### src/rtl/cfg_reboot_pkg.sv
package cfg_reboot_pkg;
  localparam int BYTE_W    = 8;
  localparam int ADDR_W    = 24;
  localparam int NUM_BYTES = 20;
  localparam int IDX_W     = $clog2(NUM_BYTES);
  localparam logic [IDX_W-1:0] LAST_IDX = IDX_W'(NUM_BYTES - 1);

  typedef struct packed {
    logic load;
    logic advance;
    logic active;
  } ctrlStrobes_t;
endpackage

### src/rtl/cfg_reboot_ctrl.sv
module cfg_reboot_ctrl
  import cfg_reboot_pkg::*;
(
  input  logic             clk,
  input  logic             rst,
  input  logic             start,
  input  logic             portEn,
  output ctrlStrobes_t     strb,
  output logic [IDX_W-1:0] idx,
  output logic             done
);
  typedef enum logic {ST_IDLE, ST_RUN} state_t;
  state_t state;

  always_comb begin
    strb.load    = (state == ST_IDLE) && start;
    strb.advance = (state == ST_RUN) && portEn;
    strb.active  = (state == ST_RUN);
  end

  always_ff @(posedge clk) begin
    if (rst) begin
      state <= ST_IDLE;
      idx   <= '0;
      done  <= 1'b0;
    end else begin
      done <= 1'b0;
      case (state)
        ST_IDLE: if (start) begin
          state <= ST_RUN;
          idx   <= '0;
        end
        ST_RUN: if (portEn) begin
          if (idx == LAST_IDX) begin
            state <= ST_IDLE;
            idx   <= '0;
            done  <= 1'b1;
          end else begin
            idx <= idx + 1'b1;
          end
        end
        default: state <= ST_IDLE;
      endcase
    end
  end

  assert_idx_range_R3: assert property (@(posedge clk) disable iff (rst)
    (state == ST_RUN) |-> (idx <= LAST_IDX));

  assert_hold_no_enable_R6: assert property (@(posedge clk) disable iff (rst)
    (state == ST_RUN && !portEn) |=> (state == ST_RUN && $stable(idx)));

  assert_done_single_R7: assert property (@(posedge clk) disable iff (rst)
    done |=> !done);

  assert_done_after_last_R7: assert property (@(posedge clk) disable iff (rst)
    $rose(done) |-> $past(state == ST_RUN && portEn && idx == LAST_IDX));

  assert_start_ignored_R8: assert property (@(posedge clk) disable iff (rst)
    (state == ST_RUN && start && !portEn) |=> (state == ST_RUN && $stable(idx)));
endmodule

### src/rtl/cfg_reboot_dp.sv
module cfg_reboot_dp
  import cfg_reboot_pkg::*;
(
  input  logic              clk,
  input  logic              rst,
  input  ctrlStrobes_t      strb,
  input  logic [IDX_W-1:0]  idx,
  input  logic [ADDR_W-1:0] flashAddr,
  input  logic [BYTE_W-1:0] readOp,
  output logic [BYTE_W-1:0] wrByte
);
  logic [ADDR_W-1:0] addrQ;
  logic [BYTE_W-1:0] opQ;
  logic [BYTE_W-1:0] rawByte;
  logic [BYTE_W-1:0] revByte;

  always_ff @(posedge clk) begin
    if (rst) begin
      addrQ <= '0;
      opQ   <= '0;
    end else if (strb.load) begin
      addrQ <= flashAddr;
      opQ   <= readOp;
    end
  end

  always_comb begin
    case (idx)
      5'd0:    rawByte = 8'hFF;
      5'd1:    rawByte = 8'hFF;
      5'd2:    rawByte = 8'hAA;
      5'd3:    rawByte = 8'h99;
      5'd4:    rawByte = 8'h32;
      5'd5:    rawByte = 8'h61;
      5'd6:    rawByte = addrQ[15:8];
      5'd7:    rawByte = addrQ[7:0];
      5'd8:    rawByte = 8'h32;
      5'd9:    rawByte = 8'h81;
      5'd10:   rawByte = opQ;
      5'd11:   rawByte = addrQ[23:16];
      5'd12:   rawByte = 8'h30;
      5'd13:   rawByte = 8'hA1;
      5'd14:   rawByte = 8'h00;
      5'd15:   rawByte = 8'h0E;
      5'd16:   rawByte = 8'h20;
      5'd17:   rawByte = 8'h00;
      5'd18:   rawByte = 8'h20;
      5'd19:   rawByte = 8'h00;
      default: rawByte = 8'h00;
    endcase
  end

  for (genvar b = 0; b < BYTE_W; b++) begin : g_rev
    assign revByte[b] = rawByte[BYTE_W-1-b];
  end

  assign wrByte = strb.active ? revByte : '0;

  assert_capture_stable_R5: assert property (@(posedge clk) disable iff (rst)
    (strb.active && $past(strb.active)) |-> ($stable(addrQ) && $stable(opQ)));

  assert_idle_zero_R9: assert property (@(posedge clk) disable iff (rst)
    !strb.active |-> (wrByte == '0));
endmodule

### src/rtl/cfg_reboot_seq.sv
module cfg_reboot_seq
  import cfg_reboot_pkg::*;
(
  input  logic              clk,
  input  logic              rst,
  input  logic              start,
  input  logic [ADDR_W-1:0] flashAddr,
  input  logic [BYTE_W-1:0] readOp,
  input  logic              portEn,
  output logic [BYTE_W-1:0] wrByte,
  output logic              wrStrobe,
  output logic              busy,
  output logic              done
);
  ctrlStrobes_t     strb;
  logic [IDX_W-1:0] idx;

  cfg_reboot_ctrl u_ctrl (
    .clk(clk), .rst(rst), .start(start), .portEn(portEn),
    .strb(strb), .idx(idx), .done(done)
  );

  cfg_reboot_dp u_dp (
    .clk(clk), .rst(rst), .strb(strb), .idx(idx),
    .flashAddr(flashAddr), .readOp(readOp), .wrByte(wrByte)
  );

  assign wrStrobe = strb.active;
  assign busy     = strb.active;

  assert_reset_quiet_R1: assert property (@(posedge clk)
    $past(rst) |-> (!wrStrobe && !busy && !done));

  assert_start_launch_R2: assert property (@(posedge clk) disable iff (rst)
    (!busy && start) |=> busy);
endmodule

### config.mk
export PLATFORM = sky130hd
export DESIGN_NAME = cfg_reboot_seq
export DESIGN_NICKNAME = d
export VERILOG_FILES = /design/src/rtl/cfg_reboot_pkg.sv /design/src/rtl/cfg_reboot_ctrl.sv /design/src/rtl/cfg_reboot_dp.sv /design/src/rtl/cfg_reboot_seq.sv
export SDC_FILE = /design/constraint.sdc
export NUM_CORES = 1
export LEC_CHECK = 0
export ABC_CLOCK_PERIOD_IN_PS = 2950
export BUFFER_PORTS_ARGS = -buffer_cell sky130_fd_sc_hd__buf_2
export CAP_MARGIN = 0
export CORE_MARGIN = 2
export CORE_UTILIZATION = 53
export CTS_CLUSTER_DIAMETER = 30
export CTS_CLUSTER_SIZE = 16
export DETAILED_ROUTE_END_ITERATION = 8
export GPL_TIMING_DRIVEN = 0
export PLACE_DENSITY = 0.79
export SLEW_MARGIN = 20
export SYNTH_ARGS = -nofsm -noshare
export SYNTH_HDL_FRONTEND = slang
export SYNTH_SLANG_ARGS = --single-unit
### constraint.sdc
create_clock -name clk -period 2.95 [get_ports clk]
set_clock_uncertainty 0.05 [all_clocks]
set_input_delay 0.7375 -clock clk [delete_from_list [all_inputs] [get_ports clk]]
set_output_delay 0.7375 -clock clk [all_outputs]
set_load 0.01 [all_outputs]
After elaboration in Yosys (flattened, before gate mapping):

Index checks and enable logic that the tools add are counted.

* $add $sub $neg: 1
* equal/unequal tests: 19
* mux-type cells: 11
* bitwise logic cells: 2
* reduce and logical (&&, ||, !) cells: 7

Operators by type and width (number)
* $pmux 8 s14: 1
* $eq 5x4->1 const B: 7
* $eq 5x3->1 const B: 4
* $eq 5x5->1 const B: 3
* $mux 5: 3
* $eq 5x2->1 const B: 2
* $pmux 5 s2: 1
* $mux 8: 1
* $reduce_or 2->1: 3
* $add 5x1->5 const B: 1
* $eq 5x1->1 const B: 1
* $logic_not 5->1: 1
* $mux 1: 4
* $ne 2x2->1 const B: 2
* $reduce_or 3->1: 1
* $not 1->1: 2
* $pmux 1 s2: 1
* $reduce_and 2->1: 1
* $logic_and 1x1->1: 1

* bits in registers: 39
* bits of input ports: 36
* output and inout port bits: 11
* word-level logic and storage cells: 45

Longest topological paths before layout:

Gate-level depths: netlist of run 1.

* word-level depth: 4
* gate-level depth with buffers: 7
* depth with buffers taken out: 6

By module:

From an unflattened synthesis of run 1, not the netlist that was laid out.

* cell total of the unflattened synthesis: 223
* area, all modules: 2050.7 µm²

By module, submodules not included
* cfg_reboot_dp: times used 1, cells an instance 186, area each 1717.9 µm², seq. area each 640.6 µm²
* cfg_reboot_ctrl: times used 1, cells an instance 36, area each 325.3 µm², seq. area each 140.1 µm²
* cfg_reboot_seq: times used 1, cells an instance 1, area each 7.5 µm², seq. area each 0.0 µm²

Worst setup path before layout of run 1:

No wires, ideal clock.

* path kind: reg2out
* from: register u_ctrl.idx[0]
* to: output wrByte[1]
* arrival: 1.882 ns
* required time: 2.162 ns
* path slack: 0.281 ns
* stages on the path, launching flop included: 7
* buffers on the path: 0
* cells stage by stage: dfxtp_1 > inv_1 > ha_1 > or3_1 > a21o_1 > o41ai_4 > a41oi_1

* longest elaborated chain between the ends: 4
* elaborated cells between the ends (all ways): 22
* classes of those cells: eq/ne (16); mux (2); reduce/logical (4)

RTL lines
* start, declared: RTL line cfg_reboot_ctrl.sv:9 `output logic [IDX_W-1:0] idx,`
* start signal, assigned: RTL line cfg_reboot_ctrl.sv:39 `idx <= idx + 1'b1;`
* $eq 5x5->1, or another cell as far along: RTL line cfg_reboot_dp.sv:28 `case (idx)`
* $reduce_or 2->1 (no source line)
* $pmux 8 s14 *: RTL line cfg_reboot_dp.sv:28
* $mux 8 *: RTL line cfg_reboot_dp.sv:57 `assign wrByte = strb.active ? revByte : '0;`
* end, declared: RTL line cfg_reboot_seq.sv:10 `output logic [BYTE_W-1:0] wrByte,`

Mark *: on every way between the ends. The rest lies on a longest branch, timed or not.

Worst setup path after layout of run 1:

* from: register u_ctrl.idx[0]
* to: output wrByte[5]

The elaborated chain is that of the path after synthesis.

==> results of run 1 <==
## cell families (layout without fill, tap and decap cells)
logic type,count (synthesis),count (layout),synth area share (%)
multiplexers,1,1,0.519
AND/OR/NAND/NOR,111,111,25.7
buffers and inverters,26,90,5.51
AO/OA/AOI/OAI,74,74,24.1
adder cells (fa/ha/maj),5,5,3.24
XOR/XNOR,1,1,0.454
flip-flops,39,39,40.5
## report_power, final
part	switching (mW)	internal (mW)	leakage [nW]
registers	0.0195	0.552	0.322
clock network	0.168	0.0930	0.0293
logic	0.0877	0.0693	0.620
## flip-flops by register name, indices dropped and copies added, names as in the netlist
name / count
u_dp.addrQ: 24
u_dp.opQ: 8
u_ctrl.idx: 5
u_ctrl.done: 1
u_ctrl.state: 1
## stage by stage
step | setup TNS (ns) | util (%) | hold slack [ns] | area, um2 | cells
after floorplan | 0 | - | 0.381 | 1930 | 257
after global placement | -0.690 | 64.8 | 0.393 | 2210 | 348
after detailed placement | -0.620 | 64.8 | 0.401 | 2210 | 348
after CTS | 0 | 71.4 | 0.415 | 2440 | 365
after global routing | -0.751 | 72.8 | 0.435 | 2490 | 367
final | -0.306 | 72.8 | 0.414 | 2490 | 367
## critical path, delay by kind of cell (launching register included)
family / cells / cell delay [ns]
buf+inv: 3 / 0.40
fa+ha+maj: 1 / 0.17
simple gates: 1 / 0.38
compound gates: 3 / 0.48
flops: 1 / 0.42
## routing by layer
metal,routed length (um),vias to the layer above
met2,2780,71
li1,-,1023
met4,125,0
met3,310,12
met1,2290,957
met5,0,-
## cell type report
cell class	count	area [um2]	share of cell area [%]
repair buffers	56	312	12.5
clock buffers	7	45.0	1.81
well taps	46	57.6	2.32
inverters	6	27.5	1.11
clock inverters	1	5.00	0.201
multi-input cells	192	1140	45.9
flip-flops and latches	39	790	31.8
plain buffers	20	108	4.33
## placed cells by master (no fill, tap or decap), drive strengths merged, types with 6 or more instances in the layout
cell,synthesis,final
a21oi,40,40
a22oi,8,8
a31oi,6,6
buf,7,64
clkbuf,13,19
dfxtp,39,39
inv,6,6
nand2,71,71
nor2,11,11
nor3,7,7
o21ai,6,6
## how the worst max path moves through the flow
| stage | endpoint | slack [ns] | depth (start not counted) |
|---|---|---|---|
| after floorplan | wrByte[1] | 0.28 | 6 |
| after global placement | wrByte[1] | -0.10 | 7 |
| after detailed placement | wrByte[1] | -0.09 | 8 |
| after CTS | wrByte[5] | 0.001 | 8 |
| after global routing | wrByte[6] | -0.11 | 8 |
| final | wrByte[5] | -0.05 | 8 |
## timing repair
item / CTS / global route
gates resized for setup: 30 / 10
buffers inserted: 9 / 2
pin swaps: 4 / 0
endpoints found under the setup margin: 8 / 8
hold endpoints to repair: 0 / 0
==> reports/metrics.yaml, run 1 <==
outcome: "complete, but fails checks"
violations: "setup timing"
tightest_slew_ns: 0.586
rows: 21
die_w_um: 64.3
ys_top_cells_by_area: "dfxtp_1, nand2_1, a21oi_1"
drtPass1Iterations: 5
top_usage_layer: "met2"
remaining_drc_errors: 0
start_kind: "register"
cts_tree: "done"
vias_per_cell: 5.62
pre_cts_ws_ns: -0.0925
finalCritPeriodShare_pct: 102
hold_end: "u_dp.addrQ[19]$_SDFFE_PP0P_"
yosysMostFrequentCell: "nand2_1"
gp_congestion: 0.929
slew-limit-headroom_pct: 60.9
rsz0062_at_grt: "yes"
cpMaxStageDelayCell: "dfxtp_4"
grtUsageMet2_pct: 46.4
power_density_mw_per_mm2: 398
drive_gt1_share_pct: 28.7
wl_per_cell_um: 15.0
use_met3_pct: 5.81
reg2reg_slack_ns: 1.15
worstReg2RegEnd: "u_ctrl.idx[3]$_SDFFE_PP0P_"
arrival_ns: 2.21
vias: 2063
synth_warnings: 0
crit_chain: "inv_4 > ha_4 > or3_4 > a21o_1 > o41ai_4 > buf_6 > a31oi_1 > buf_2"
slowest_delay_ns: 0.42
whs_path_depth: 2
end_kind: "output pin"
cp_max_fo: 8
hold_class: "reg -> reg"
grt_pass1_wl_mm: 8.95
cts.sinks: 39
rr_worst_depth: 7
critPathKind: "reg -> out"
final_nets: 361
synth.distinct_cells: 36
synth-edff-count: 0
synth_common_cells: "nand2_1, a21oi_1, dfxtp_1"
synthArstFlopShare_pct: 0
insertion_delay_ns: 0.35
core_area_mm2: 0.00342
finalHoldViolations: 0
syn_to_final_growth_pct: 28.9
cts-htree-levels: 2
synthesis.nets: 298
io-pin-count: 47
diodes: 0
syn_area_mm2: 0.00193
dp_hpwl_mm: 3.68
layout_setup_ws_ns: -0.0486
start_util_pct: 56.5
drv_cap: 0
yosysTopAreaCell: "dfxtp_1"
grt-ovfl-total: 0
worst_ep_required_time_ns: 2.16
yosys_most_used_dff: "dfxtp_1"
drt.antenna.violating_nets: 0
clk_root_buffer_cell: "clkbuf_4"
cts_hold_buf: 0
use_met1_pct: 35.8
yosysSeqAreaShare_pct: 40.5
die_h_um: 64.3
track_usage_pct: 28.0
p_total_mw: 0.990
drtIter0Drc: 169
synth_top_area_share_pct: 40.5
cts_buffer_depth: 2
layout_min_cycle_time_ns: 3.00
ir_drop_mv: 0.326
timing.rr.start: "u_ctrl.idx[0]$_SDFFE_PP0P_"
yosys_register_bits: 39
port-buffer-count: 45
die-area_mm2: 0.00414
max_freq_ghz: 0.333
hold_start: "u_dp.addrQ[19]$_SDFFE_PP0P_"
crit_start: "u_ctrl.idx[0]$_SDFFE_PP0P_"
setup_viol: 8
routed_wl_mm: 5.51
p_leak_nw: 0.971
syn_area_per_cell_um2: 7.51
clk_pin_slew_worst_paths_ns: 0.11
fillers: 297
grt_pass1_vias: 1917
syn_inst: 257
slew_violations: 0
cts_inserted_buffers: 5
grt_start_max_net_pins: 12
antenna_found_initial: 0
Note: power is estimated with default switching activity, not from simulation.
==> run 2, diff against run 1 <==
--- a/config.mk
+++ b/config.mk
@@ -14,6 +14,7 @@
 export CTS_CLUSTER_SIZE = 16
 export DETAILED_ROUTE_END_ITERATION = 8
 export GPL_TIMING_DRIVEN = 0
+export MAX_ROUTING_LAYER = met4
 export PLACE_DENSITY = 0.79
 export SLEW_MARGIN = 20
 export SYNTH_ARGS = -nofsm -noshare
==> run 2 against run 1 <==
Effect of this change:
- the run still ends with setup timing left
- global-route usage rose by 0.61 points
- via count increased by 0.58%
- critical path depth unchanged
- register-to-register slack barely moved
- count of clock-buffer cells in the layout did not move
- sequential cell count unchanged
- total power is essentially flat
- sequential power barely moved
- utilization did not move
- first-iteration DRC count is 2.4% higher
- sequential share of layout area is the same
- wire length about the same
- critical path type unchanged
- critical endpoint unchanged
- largest cell class unchanged
==> reports/metrics.yaml, run 2 (synthesized netlist as in run 1, its figures left out) <==
worstReg2RegEnd: "u_ctrl.idx[3]$_SDFFE_PP0P_"
violations: "setup timing"
grt-ovfl-total: 0  # unchanged
largest_reg_flops: 24  # unchanged
vias_per_cell: 5.65  # +0.58%
wl_per_cell_um: 15.0  # about the same
cts_hold_buf: 0  # unchanged
hold_end: "u_dp.addrQ[19]$_SDFFE_PP0P_"
clk_pin_slew_worst_paths_ns: 0.12  # about the same
use_met3_pct: 5.63  # -0.18 points
layout_common_cells: "nand2_1, buf_2, a21oi_1"
finalCritPeriodShare_pct: 102  # about the same
finalHoldViolations: 0  # unchanged
cts_inserted_buffers: 5  # unchanged
core_area_mm2: 0.00342  # unchanged
hold_start: "u_dp.addrQ[19]$_SDFFE_PP0P_"
cts_tree: "done"
diodes: 0  # unchanged
cts-htree-levels: 2  # unchanged
die_h_um: 64.3  # unchanged
reg_top3: "u_dp.addrQ (24), u_dp.opQ (8), u_ctrl.idx (5)"
drive_gt1_share_pct: 28.7  # unchanged
track_usage_pct: 28.6  # +0.61 points
die-area_mm2: 0.00414  # unchanged
ir_drop_mv: 0.327  # +0.28%
io-pin-count: 47  # unchanged
grt_pass1_vias: 1930  # +0.68%
fin_area_mm2: 0.00249  # unchanged
hold_class: "reg -> reg"
layout_min_cycle_time_ns: 3.00  # +0.000681 ns
timing.rr.start: "u_ctrl.idx[0]$_SDFFE_PP0P_"
port-buffer-count: 45  # unchanged
drv_cap: 0  # unchanged
critPathKind: "reg -> out"
rows: 21  # unchanged
grtUsageMet2_pct: 46.6  # +0.26 points
die_w_um: 64.3  # unchanged
antenna_found_initial: 0  # unchanged
start_kind: "register"
power_density_mw_per_mm2: 398  # about the same
outcome: "complete, but fails checks"
p_leak_nw: 0.971  # unchanged
max_flop_register: "u_dp.addrQ"
routed_wl_mm: 5.51  # about the same
use_met1_pct: 35.3  # -0.55 points
slew-limit-headroom_pct: 62.4  # +1.5 points
drt.antenna.violating_nets: 0  # unchanged
rsz0062_at_grt: "yes"
worst_ep_required_time_ns: 2.16  # about the same
dp_hpwl_mm: 3.68  # unchanged
max_freq_ghz: 0.333  # about the same
cts.sinks: 39  # unchanged
start_util_pct: 56.5  # unchanged
reg2reg_slack_ns: 1.14  # about the same
final_common_cell: "nand2_1"
remaining_drc_errors: 0  # unchanged
drtIter0Drc: 173  # +2.4%
fillers: 297  # unchanged
gp_congestion: 0.945  # +1.8%
insertion_delay_ns: 0.35  # about the same
slew_violations: 0  # unchanged
tightest_slew_ns: 0.563  # -0.0224 ns
grt_start_max_net_pins: 12  # unchanged
layout_setup_ws_ns: -0.0492  # -0.000681 ns
end_kind: "output pin"
cp_max_fo: 8  # unchanged
arrival_ns: 2.21  # about the same
utilization_pct: 72.8  # unchanged
cts_buffer_depth: 2  # unchanged
clk_root_buffer_cell: "clkbuf_4"
setup_viol: 8  # unchanged
final_nets: 361  # unchanged
placed_cell_area_mm2: 0.00221  # unchanged
drtPass1Iterations: 4  # -1
syn_to_final_growth_pct: 28.9  # unchanged
whs_path_depth: 2  # unchanged
rr_worst_depth: 7  # unchanged
grt_pass1_wl_mm: 8.91  # -0.47%
vias: 2075  # +0.58%
top_usage_layer: "met2"
run 2: worst max-delay path by stage:
stage / cells past startpoint / slack [ns] / start / endpoint
global placement: 7 / -0.10 / u_ctrl.idx[0]$_SDFFE_PP0P_ / wrByte[1]
floorplan: 6 / 0.28 / u_ctrl.idx[0]$_SDFFE_PP0P_ / wrByte[1]
global route: 8 / -0.11 / u_ctrl.idx[0]$_SDFFE_PP0P_ / wrByte[6]
detailed placement: 8 / -0.09 / u_ctrl.idx[0]$_SDFFE_PP0P_ / wrByte[1]
CTS: 8 / 0.001 / u_ctrl.idx[1]$_SDFFE_PP0P_ / wrByte[5]
finish: 8 / -0.05 / u_ctrl.idx[0]$_SDFFE_PP0P_ / wrByte[5]
run 2: final cells by class:
type / count / area, um2 / share of cell area (%)
multi-input combinational: 192 / 1140 / 45.9
tap: 46 / 57.6 / 2.32
inverter: 6 / 27.5 / 1.11
sequential: 39 / 790 / 31.8
clock buffer: 7 / 45.0 / 1.81
clock inverter: 1 / 5.00 / 0.201
buffer: 20 / 108 / 4.33
timing repair buffer: 56 / 312 / 12.5
run 2: power breakdown:
part           total (mW)  leakage [nW]  switching [mW]  internal, mW
Clock               0.262        0.0293           0.169        0.0930
Combinational       0.157         0.620          0.0875        0.0693
Sequential          0.572         0.322          0.0198         0.552
Total               0.990         0.971           0.276         0.714
run 2: what timing repair did:
item | in CTS | in global routing
resized for setup | 30 | 10
pin swaps | 4 | 0
buffers inserted | 9 | 2
setup endpoints to repair | 8 | 8
run 2: layer usage:
| layer | wire length (um) | up-vias |
|---|---|---|
| met3 | 323 | 8 |
| met4 | 67 | 0 |
| met1 | 2320 | 977 |
| li1 | - | 1020 |
| met2 | 2800 | 70 |
| met5 | 0 | - |
run 2: stage by stage:
stage,setup slack (ns),TNS [ns],power (mW),std cells,hold slack [ns]
3_5_place_dp,-0.0925,-0.620,0.724,348,0.401
3_3_place_gp,-0.101,-0.690,0.721,348,0.393
5_1_grt,-0.109,-0.779,1.04,367,0.435
6_report,-0.0492,-0.284,0.990,367,0.414
2_1_floorplan,0.281,0,0.664,257,0.381
4_1_cts,0.00115,0,0.983,365,0.415
run 2: critical path, stage by stage, from the launching register on:
cell     delay (ns)
dfxtp_4        0.42
inv_4          0.05
ha_4           0.17
or3_4          0.38
a21o_1         0.19
o41ai_4        0.23
buf_6          0.19
a31oi_1        0.06
buf_2          0.16
